===== src/rtl/vsm_pkg.sv =====
package vsm_pkg;

    localparam int CNT_W  = 12;
    localparam int WID_W  = 8;
    localparam int ADDR_W = 8;
    localparam int DATA_W = 8;

    localparam logic [ADDR_W-1:0] REG_BASE    = 8'h37;
    localparam logic [ADDR_W-1:0] A_LINES_LO  = REG_BASE;
    localparam logic [ADDR_W-1:0] A_LINES_HI  = REG_BASE + 8'd1;
    localparam logic [ADDR_W-1:0] A_CLOCKS_LO = REG_BASE + 8'd2;
    localparam logic [ADDR_W-1:0] A_CLOCKS_HI = REG_BASE + 8'd3;
    localparam logic [ADDR_W-1:0] A_WIDTH     = REG_BASE + 8'd4;

    localparam int HI_BITS = CNT_W - DATA_W;

    typedef struct packed {
        logic [CNT_W-1:0] lines;
        logic [CNT_W-1:0] clocks;
        logic [WID_W-1:0] width;
        logic             prog;
    } meas_t;

    function automatic logic [CNT_W-1:0] cnt_step(input logic [CNT_W-1:0] v, input logic inc);
        return (inc && (v != {CNT_W{1'b1}})) ? v + 1'b1 : v;
    endfunction

    function automatic logic [WID_W-1:0] wid_step(input logic [WID_W-1:0] v, input logic inc);
        return (inc && (v != {WID_W{1'b1}})) ? v + 1'b1 : v;
    endfunction

endpackage


===== src/rtl/vsm_sync.sv =====
module vsm_sync #(
    parameter int NUM = 2
) (
    input  logic           clk_i,
    input  logic           rst_ni,
    input  logic [NUM-1:0] async_i,
    output logic [NUM-1:0] level_o,
    output logic [NUM-1:0] rise_o,
    output logic [NUM-1:0] fall_o
);

    for (genvar g = 0; g < NUM; g++) begin : g_bit
        typedef struct packed {
            logic meta;
            logic stable;
            logic prev;
        } stage_t;

        stage_t st_d, st_q;

        always_comb begin
            st_d.meta   = async_i[g];
            st_d.stable = st_q.meta;
            st_d.prev   = st_q.stable;
        end

        always_ff @(posedge clk_i or negedge rst_ni) begin
            if (!rst_ni) st_q <= '0;
            else         st_q <= st_d;
        end

        assign level_o[g] = st_q.stable;
        assign rise_o[g]  = st_q.stable & ~st_q.prev;
        assign fall_o[g]  = ~st_q.stable & st_q.prev;
    end

endmodule


===== src/rtl/vsm_line_meter.sv =====
module vsm_line_meter
    import vsm_pkg::*;
(
    input  logic             clk_i,
    input  logic             rst_ni,
    input  logic             tick_i,
    input  logic             hs_lvl_i,
    input  logic             hs_rise_i,
    input  logic             hs_fall_i,
    input  logic             clr_max_i,
    output logic [CNT_W-1:0] phase_o,
    output logic [CNT_W-1:0] count_o,
    output logic [CNT_W-1:0] last_len_o,
    output logic [CNT_W-1:0] frame_max_o,
    output logic [WID_W-1:0] width_o
);

    typedef struct packed {
        logic [CNT_W-1:0] cnt;
        logic [CNT_W-1:0] max_len;
        logic [CNT_W-1:0] last_len;
        logic [WID_W-1:0] wcnt;
        logic [WID_W-1:0] wlast;
        logic             seen;
    } line_st_t;

    line_st_t st_d, st_q;

    always_comb begin
        st_d = st_q;
        // line length: a rising edge closes the running line and starts a new one
        if (hs_rise_i) begin
            st_d.cnt  = {{(CNT_W-1){1'b0}}, tick_i};
            st_d.seen = 1'b1;
            if (st_q.seen) begin
                st_d.last_len = st_q.cnt;
                if (st_q.cnt > st_q.max_len) st_d.max_len = st_q.cnt;
            end
        end else begin
            st_d.cnt = cnt_step(st_q.cnt, tick_i);
        end
        // the coincident closing line is already folded into frame_max_o
        if (clr_max_i) st_d.max_len = '0;
        // pulse width
        if (hs_rise_i)     st_d.wcnt = {{(WID_W-1){1'b0}}, tick_i};
        else if (hs_lvl_i) st_d.wcnt = wid_step(st_q.wcnt, tick_i);
        if (hs_fall_i)     st_d.wlast = st_q.wcnt;
    end

    always_ff @(posedge clk_i or negedge rst_ni) begin
        if (!rst_ni) st_q <= '0;
        else         st_q <= st_d;
    end

    assign phase_o     = hs_rise_i ? '0 : st_q.cnt;
    assign count_o     = st_q.cnt;
    assign last_len_o  = st_q.last_len;
    assign frame_max_o = (hs_rise_i && st_q.seen && (st_q.cnt > st_q.max_len))
                         ? st_q.cnt : st_q.max_len;
    assign width_o     = st_q.wlast;

endmodule


===== src/rtl/vsm_frame_tracker.sv =====
module vsm_frame_tracker
    import vsm_pkg::*;
(
    input  logic             clk_i,
    input  logic             rst_ni,
    input  logic             hs_rise_i,
    input  logic             vs_rise_i,
    input  logic [CNT_W-1:0] phase_i,
    input  logic [CNT_W-1:0] last_len_i,
    input  logic [CNT_W-1:0] frame_max_i,
    input  logic [WID_W-1:0] width_i,
    output logic             pub_o,
    output meas_t            meas_o
);

    typedef struct packed {
        logic [CNT_W-1:0] lines;
        logic             mid_seen;
        logic             started;
        meas_t            meas;
    } frame_st_t;

    frame_st_t st_d, st_q;

    logic [CNT_W-1:0] quarter;
    logic [CNT_W-1:0] upper;
    logic             mid_edge;

    always_comb begin
        quarter  = last_len_i >> 2;
        upper    = last_len_i - quarter;
        mid_edge = (phase_i > quarter) && (phase_i < upper);
        pub_o    = vs_rise_i && !mid_edge && st_q.started;

        st_d = st_q;
        if (hs_rise_i) st_d.lines = cnt_step(st_q.lines, 1'b1);
        if (vs_rise_i) begin
            if (mid_edge) begin
                if (st_q.started) st_d.mid_seen = 1'b1;
            end else begin
                if (st_q.started) begin
                    st_d.meas.lines  = st_q.lines;
                    st_d.meas.clocks = frame_max_i;
                    st_d.meas.width  = width_i;
                    st_d.meas.prog   = ~st_q.mid_seen;
                end
                st_d.lines    = {{(CNT_W-1){1'b0}}, hs_rise_i};
                st_d.mid_seen = 1'b0;
                st_d.started  = 1'b1;
            end
        end
    end

    always_ff @(posedge clk_i or negedge rst_ni) begin
        if (!rst_ni) st_q <= '0;
        else         st_q <= st_d;
    end

    assign meas_o = st_q.meas;

endmodule


===== src/rtl/vsm_regs.sv =====
module vsm_regs
    import vsm_pkg::*;
(
    input  meas_t             meas_i,
    input  logic [ADDR_W-1:0] rd_addr_i,
    output logic [DATA_W-1:0] rd_data_o
);

    always_comb begin
        unique case (rd_addr_i)
            A_LINES_LO:  rd_data_o = meas_i.lines[DATA_W-1:0];
            A_LINES_HI:  rd_data_o = {1'b0, 1'b0, meas_i.prog, 1'b0,
                                      meas_i.lines[CNT_W-1:DATA_W]};
            A_CLOCKS_LO: rd_data_o = meas_i.clocks[DATA_W-1:0];
            A_CLOCKS_HI: rd_data_o = {{(DATA_W-HI_BITS){1'b0}},
                                      meas_i.clocks[CNT_W-1:DATA_W]};
            A_WIDTH:     rd_data_o = meas_i.width;
            default:     rd_data_o = '0;
        endcase
    end

endmodule


===== src/rtl/video_sync_meter.sv =====
module video_sync_meter
    import vsm_pkg::*;
(
    input  logic              clk_i,
    input  logic              rst_ni,
    input  logic              ref_sel_i,
    input  logic              int_tick_i,
    input  logic              ext_tick_i,
    input  logic              hsync_i,
    input  logic              vsync_i,
    input  logic [ADDR_W-1:0] rd_addr_i,
    output logic [DATA_W-1:0] rd_data_o
);

    localparam int SYNC_N = 2;
    localparam int HS_BIT = 0;
    localparam int VS_BIT = 1;

    logic [SYNC_N-1:0] sync_lvl, sync_rise, sync_fall;
    logic              tick;
    logic              hs_rise, vs_rise;
    logic [CNT_W-1:0]  phase, line_count, last_len, frame_max;
    logic [WID_W-1:0]  width;
    logic              frame_pub;
    meas_t             meas;

    assign tick = ref_sel_i ? ext_tick_i : int_tick_i;

    vsm_sync #(.NUM(SYNC_N)) u_sync (
        .clk_i   (clk_i),
        .rst_ni  (rst_ni),
        .async_i ({vsync_i, hsync_i}),
        .level_o (sync_lvl),
        .rise_o  (sync_rise),
        .fall_o  (sync_fall)
    );

    assign hs_rise = sync_rise[HS_BIT];
    assign vs_rise = sync_rise[VS_BIT];

    vsm_line_meter u_line (
        .clk_i       (clk_i),
        .rst_ni      (rst_ni),
        .tick_i      (tick),
        .hs_lvl_i    (sync_lvl[HS_BIT]),
        .hs_rise_i   (hs_rise),
        .hs_fall_i   (sync_fall[HS_BIT]),
        .clr_max_i   (frame_pub),
        .phase_o     (phase),
        .count_o     (line_count),
        .last_len_o  (last_len),
        .frame_max_o (frame_max),
        .width_o     (width)
    );

    vsm_frame_tracker u_frame (
        .clk_i       (clk_i),
        .rst_ni      (rst_ni),
        .hs_rise_i   (hs_rise),
        .vs_rise_i   (vs_rise),
        .phase_i     (phase),
        .last_len_i  (last_len),
        .frame_max_i (frame_max),
        .width_i     (width),
        .pub_o       (frame_pub),
        .meas_o      (meas)
    );

    vsm_regs u_regs (
        .meas_i    (meas),
        .rd_addr_i (rd_addr_i),
        .rd_data_o (rd_data_o)
    );

endmodule


===== config.mk =====
export PLATFORM = sky130hd
export DESIGN_NAME = video_sync_meter
export DESIGN_NICKNAME = d
export VERILOG_FILES = /design/src/rtl/vsm_pkg.sv /design/src/rtl/vsm_sync.sv /design/src/rtl/vsm_line_meter.sv /design/src/rtl/vsm_frame_tracker.sv /design/src/rtl/vsm_regs.sv /design/src/rtl/video_sync_meter.sv
export SDC_FILE = /design/constraint.sdc
export NUM_CORES = 1
export LEC_CHECK = 0
export ABC_CLOCK_PERIOD_IN_PS = 3450
export BUFFER_PORTS_ARGS = -buffer_cell sky130_fd_sc_hd__clkbuf_2
export CAP_MARGIN = 20
export CORE_ASPECT_RATIO = 1.2
export CORE_MARGIN = 2
export CORE_UTILIZATION = 55
export CTS_BUF_LIST = sky130_fd_sc_hd__clkbuf_16
export CTS_CLUSTER_DIAMETER = 200
export DETAILED_ROUTE_END_ITERATION = 10
export MAX_ROUTING_LAYER = met4
export PLACE_DENSITY = 0.78
export SLEW_MARGIN = 20
export SYNTH_ARGS = -nofsm -noshare
export SYNTH_HDL_FRONTEND = slang
export SYNTH_HIERARCHICAL = 1
export SYNTH_SLANG_ARGS = --single-unit

===== constraint.sdc =====
create_clock -name clk_i -period 3.45 [get_ports clk_i]
set_input_delay 0 -clock clk_i [delete_from_list [all_inputs] [get_ports clk_i]]
set_output_delay 0 -clock clk_i [all_outputs]
set_load 0.05 [all_outputs]

==> impl_metrics.toml, run 1 <==
[cells_and_area]
regArea_mm2 = 0.00265
layout_commonest_cell = "sky130_fd_sc_hd__dfrtp_1"
nets = 733
area_occupied_by_multi_input_gates_mm2 = 0.00374
layout.cells.most_common_list = "sky130_fd_sc_hd__dfrtp_1 (106), sky130_fd_sc_hd__nor2_1 (46), sky130_fd_sc_hd__ha_1 (45)"
num_antenna_cells = 0
instances_no_fill = 837
fillers = 941
syn_to_final_growth_pct = 8.17
layout-drive-gt1-share_pct = 24.7
post-route-cell-area_mm2 = 0.00751
finalCoreUtilization_pct = 61.4

[die]
dieHeight_um = 127
floorplan.die.width_um = 107
floorplan.core_area_mm2 = 0.0122
floorplan.rows = 44
ios = 23
dieArea_mm2 = 0.0135
start_util_pct = 56.8

[power_and_ir_drop]
power.combinational.fraction_pct = 39.2
power.share.clock_pct = 23.7
net_switching_fraction_of_the_power_pct = 35.0
netSwitchingPower_uw = 1490
vdd_drop_max_v = 0.000337
cellLeakagePower_uw = 0.00342
total_internal_power_uw = 2760
power.density_mw_per_mm2 = 567
sequential_cell_fraction_of_total_power_pct = 37.1

[setup_path]
worst-setup-path-type = "flop to flop"
reg2reg_depth = 19
cp_max_fo = 22
worst_ep_required_time_ns = 3.69
critical_path.startpoint_type = "flop"
path_cells = "inv_2 > ha_4 > inv_2 > fa_2 > a21o_1 > a21oi_2 > o211ai_1 > a31o_2 > a21oi_2 > xnor2_1 > ha_1 > and3_1 > a211o_1 > o311ai_4 > o311ai_4 > nand2_4 > buf_12 > inv_12 > mux2_4"
register_to_register_setup_slack_ns = -0.26
cp.buffers_inverters = 4
path_delay_family = "compound AO/OA/AOI/OAI gates"
worst_path_max_delay_cell = "sky130_fd_sc_hd__dfrtp_1"
crit_path_end_kind = "flop"
r2r_start = "u_line/last_len_o[0]"
arrival_ns = 3.95
critical_path.reg2reg.endpoint = "u_frame/meas_o[7]"
critical-path-max-stage-delay_ns = 0.39

[worst_hold_path]
holdPathEnd = "u_line/st_q[9]"
timing.hold.worst.start = "int_tick_i"
min_path_cells = 4
timing.hold.worst.class = "input pin to flop"

[timing]
worst_slack_ns = -0.259
timing.final.crit_period_ns = 3.71
hold_violations = 0
maxClockFrequency_ghz = 0.270
fin_hold_ws_ns = 0.125
worst_slew_margin_rel_pct = 31.2
setup-tns-final_ns = -11.85
timing.final.max_slew_violations = 0
final-setup-viol-count = 59
clock-skew-final_ns = 0.00913
post-route-period-util_pct = 108
rsz0062_at_grt = "yes"
max_slew.worst_pin.slew_ns = 1.02

[grt]
global_route.peak_usage_layer = "met2"
total_global_routing_overflow = 0
grt_max_degree = 87
groute.usage.overall_pct = 24.4
globalRouteMet2Util_pct = 40.3
antenna_found_initial = 0
grt_first_pass_wirelength_mm = 25.6
grt.met3_usage_pct = 3.67
groute.layer.met1.usage_pct = 31.1
number_of_global_route_vias_before_repair = 5151

[status]
result_of_the_run = "finished with violations"
failed_checks = "setup timing"

[clock_network]
clock_tree.buffer_depth = 2
insertion_delay_ns = 0.36
cts_tree = "built"
cts_num_sinks = 106
cts.reportedPaths.clkPinSlew_ns = 0.08
clock-root-buffer = "sky130_fd_sc_hd__clkbuf_16"
cts_made_buffers = 9
h_tree_level_count = 3

[yosys]
postSynthCellCount = 677
netlist_area_mm2 = 0.00694
post_synth.cell_area_avg_um2 = 10.3
synth_nets = 739
synth_warnings = 6

[job]
drv_cap = 0

[detailed_routing]
remaining_drc_errors = 0
drt_iter0_markers = 343
drt-vias-per-instance = 6.11
antenna_violating_nets_post_route = 0
first_pass_iters = 5
wl_mm = 15.4
num_vias = 5111
drt-wirelength-per-cell_um = 18.4

[place]
place.gp.congestion = 0.864
placed_cells_incl_taps = 814
post-dp-hpwl_mm = 11.0
placed_area_mm2 = 0.00699
placement.io_buffers = 22
==> metal layers <==
layer	vias up	wire (um)
met3	28	588
met1	2552	6650
met2	156	7810
li1	2375	-
met5	-	0
met4	0	323
==> worst register-to-register path, stage by stage (launching register included) <==
cell	delay, ns
sky130_fd_sc_hd__dfrtp_1	0.39
sky130_fd_sc_hd__inv_2	0.07
sky130_fd_sc_hd__ha_4	0.13
sky130_fd_sc_hd__inv_2	0.04
sky130_fd_sc_hd__fa_2	0.33
sky130_fd_sc_hd__a21o_1	0.17
sky130_fd_sc_hd__a21oi_2	0.15
sky130_fd_sc_hd__o211ai_1	0.12
sky130_fd_sc_hd__a31o_2	0.26
sky130_fd_sc_hd__a21oi_2	0.14
sky130_fd_sc_hd__xnor2_1	0.14
sky130_fd_sc_hd__ha_1	0.28
sky130_fd_sc_hd__and3_1	0.19
sky130_fd_sc_hd__a211o_1	0.26
sky130_fd_sc_hd__o311ai_4	0.11
sky130_fd_sc_hd__o311ai_4	0.18
sky130_fd_sc_hd__nand2_4	0.13
sky130_fd_sc_hd__buf_12	0.12
sky130_fd_sc_hd__inv_12	0.07
sky130_fd_sc_hd__mux2_4	0.31
==> registers in the layout, summed over array words and instances, names as in the netlist <==
register,flops
u_line/st_q,21
u_line/count_o,12
u_frame/st_q,14
u_sync/level_o,2
u_line/width_o,8
u_sync/g_bit.st_d,2
u_sync/g_bit.st_q,2
u_line/last_len_o,12
u_frame/meas_o,33
==> power by group through the flow <==
stage               Clock [uW]  Combinational [uW]  Sequential (uW)
finish                    1010                1670             1580
global route              1080                1850             1600
CTS                       1030                1600             1580
detailed placement           0                1530             1600
global placement             0                1440             1590
floorplan                    0                1270             1540
==> worst max path at each step <==
stage / from / to / slack, ns / cells past startpoint
finish: u_line/last_len_o[0] / u_frame/meas_o[7] / -0.26 / 19
global route: u_line/last_len_o[2] / u_frame/meas_o[16] / -0.44 / 18
CTS: u_line/last_len_o[0] / u_frame/meas_o[24] / -0.26 / 18
detailed placement: u_line/last_len_o[1] / u_line/st_q[35] / -0.36 / 16
floorplan: u_line/last_len_o[0] / u_frame/meas_o[10] / -0.18 / 20
global placement: u_line/last_len_o[2] / u_frame/meas_o[30] / -0.17 / 17
==> metrics by stage <==
stage               setup slack, ns  total power, uW
floorplan                    -0.183             2800
finish                       -0.259             4260
CTS                          -0.258             4210
global route                 -0.437             4530
detailed placement           -0.361             3120
global placement             -0.172             3030
==> repair_timing <==
action,CTS,global route
buffers inserted,3,0
hold endpoints to repair,87,0
endpoints found under the setup margin,59,59
hold buffers,3,0
pin swaps,1,0
cloned,0,1
resized for setup,11,7
==> area by class of cell <==
type                    count  share of cell area [%]
inverters                  37                    2.02
multi-input cells         455                    49.8
clock buffers               9                    3.00
well taps                 161                    2.68
flip-flops and latches    106                    35.3
clock inverters             7                   0.800
repair buffers             62                    6.38
No activity file was read; power rests on OpenSTA's default activity.
==> run 2: changes to the inputs <==
- PLACE_DENSITY: 0.78 -> unset
- PLACE_DENSITY_LB_ADDON: unset -> 0.12
==> impl_metrics.toml, run 2 (synthesis results as in run 1) <==
[cells_and_area]
layout.cells.most_common_list = "sky130_fd_sc_hd__dfrtp_1 (105), sky130_fd_sc_hd__ha_1 (45), sky130_fd_sc_hd__buf_4 (43)"
post-route-cell-area_mm2 = 0.00759
largest_register_ffs = 33
num_antenna_cells = 0
syn_to_final_growth_pct = 9.30
layout-drive-gt1-share_pct = 27.6
nets = 742
layout_commonest_cell = "sky130_fd_sc_hd__dfrtp_1"

[timing]
worst_slew_margin_rel_pct = 40.1
timing.final.crit_period_ns = 3.74
hold_violations = 0
maxClockFrequency_ghz = 0.268
post-route-period-util_pct = 108
timing.final.max_slew_violations = 0
final-setup-viol-count = 59
setup-tns-final_ns = -12.77
clock-skew-final_ns = 0.0142
worst_slack_ns = -0.287
rsz0062_at_grt = "yes"
max_slew.worst_pin.slew_ns = 0.893

[grt]
groute.usage.overall_pct = 23.7
grt.met3_usage_pct = 3.42
globalRouteMet2Util_pct = 39.9
grt_first_pass_wirelength_mm = 24.7
number_of_global_route_vias_before_repair = 4885
antenna_found_initial = 0
groute.layer.met1.usage_pct = 29.6
grt_max_degree = 56
total_global_routing_overflow = 0
global_route.peak_usage_layer = "met2"

[clock_network]
h_tree_level_count = 3
insertion_delay_ns = 0.36
clock_tree.buffer_depth = 2
cts_tree = "built"
cts_made_buffers = 9
cts.reportedPaths.clkPinSlew_ns = 0.08
clock-root-buffer = "sky130_fd_sc_hd__clkbuf_16"
cts_num_sinks = 106

[setup_path]
critical_path.startpoint_type = "flop"
r2r_start = "u_line/last_len_o[0]"
register_to_register_setup_slack_ns = -0.29
cp_max_fo = 8
crit_path_end_kind = "flop"
worst_ep_required_time_ns = 3.68
worst-setup-path-type = "flop to flop"
arrival_ns = 3.97
critical_path.startpoint = "u_line/last_len_o[0]"

[detailed_routing]
drt-wirelength-per-cell_um = 17.5
drt-vias-per-instance = 5.77
first_pass_iters = 5
drt_iter0_markers = 257
remaining_drc_errors = 0
antenna_violating_nets_post_route = 0
num_vias = 4885
wl_mm = 14.8

[power_and_ir_drop]
cellLeakagePower_uw = 0.00347
sequential_cell_fraction_of_total_power_pct = 36.5
power.share.clock_pct = 23.3
vdd_drop_max_v = 0.000401
netSwitchingPower_uw = 1490
total_internal_power_uw = 2820
power.density_mw_per_mm2 = 568
power.combinational.fraction_pct = 40.2
net_switching_fraction_of_the_power_pct = 34.5

[worst_hold_path]
timing.hold.worst.start = "ext_tick_i"
timing.hold.worst.class = "input pin to flop"

[die]
ios = 23
start_util_pct = 56.8
dieHeight_um = 127
floorplan.die.width_um = 107
dieArea_mm2 = 0.0135
floorplan.rows = 44
floorplan.core_area_mm2 = 0.0122

[status]
result_of_the_run = "finished with violations"
failed_checks = "setup timing"

[place]
placement.io_buffers = 22
place.gp.congestion = 0.831
placed_area_mm2 = 0.00708
post-dp-hpwl_mm = 11.2

[job]
drv_cap = 0
==> run 2: cell types whose count changed in the layout (fill, tap and decap cells not counted), sizes merged <==
cell      change
clkinvlp      -1
clkbuf        -1
buf          +10
clkinv        +2
inv           -1
==> run 2: layout make-up <==
type | instances | area, um2
Fill cell | 1010 | 4640
Multi-Input combinational cell | 455 | 3770
Sequential cell | 106 | 2650
Timing Repair Buffer | 71 | 529
Clock buffer | 9 | 225
Tap cell | 161 | 201
Inverter | 37 | 146
Clock inverter | 7 | 63.8
==> run 2: power by group through the flow <==
stage | Clock (uW) | Combinational [uW] | Sequential, uW
final | 1010 | 1730 | 1570
after global routing | 1080 | 1910 | 1600
after CTS | 1030 | 1610 | 1570
after detailed placement | 0 | 1590 | 1590
after global placement | 0 | 1530 | 1580
after floorplan | 0 | 1270 | 1540
==> run 2: worst max-delay path: stages (launching register included) <==
cell and delay (ns):
sky130_fd_sc_hd__dfrtp_1 0.39, sky130_fd_sc_hd__inv_2 0.07, sky130_fd_sc_hd__ha_4 0.13, sky130_fd_sc_hd__inv_2 0.03, sky130_fd_sc_hd__fa_2 0.33, sky130_fd_sc_hd__a21o_1 0.17, sky130_fd_sc_hd__a21oi_2 0.14, sky130_fd_sc_hd__o211ai_1 0.14
sky130_fd_sc_hd__a31o_2 0.27, sky130_fd_sc_hd__a21oi_2 0.14, sky130_fd_sc_hd__xnor2_1 0.13, sky130_fd_sc_hd__ha_1 0.28, sky130_fd_sc_hd__and3_4 0.19, sky130_fd_sc_hd__a211o_1 0.27, sky130_fd_sc_hd__o311ai_4 0.11, sky130_fd_sc_hd__o311ai_4 0.17
sky130_fd_sc_hd__nand2_4 0.17, sky130_fd_sc_hd__buf_12 0.16, sky130_fd_sc_hd__mux2_4 0.30
==> run 2: metal layers <==
layer	up-vias	wire length, um	part of all wire, %
met1	2381	6660	45
li1	2397	-	-
met5	-	0	0
met2	89	7410	50
met3	18	415	2.8
met4	0	333	2.2
==> run 2: worst paths after layout <==
| check | to | cells after the start |
|---|---|---|
| setup / recovery | u_frame/meas_o[29] | 18 |
| hold / removal | u_line/st_q[9] | 4 |
| setup reg to reg | u_frame/meas_o[29] | 18 |
| hold reg to reg | u_sync/level_o[1] | 0 |
| max in group asynchronous | u_line/last_len_o[2] | 3 |
| min in group asynchronous | u_line/st_q[14] | 2 |
==> run 2: metrics by stage <==
stage	instances	util (%)	total power, uW	hold WS [ns]	worst slack [ns]
after floorplan	677	-	2800	-0.296	-0.183
after global placement	824	57.9	3120	0.0793	-0.213
after detailed placement	824	57.9	3180	0.0874	-0.326
after CTS	844	60.7	4200	0.150	-0.281
after global routing	846	62.1	4580	0.178	-0.476
final	846	62.1	4310	0.156	-0.287
==> run 2: what timing repair did <==
| action | 4_1_cts | 5_1_grt |
|---|---|---|
| gates resized for setup | 5 | 38 |
| hold buffers | 3 | 0 |
| endpoints found under the hold margin | 55 | 0 |
| pin swaps | 1 | 14 |
| buffers inserted | 1 | 2 |
| endpoints found under the setup margin | 59 | 59 |
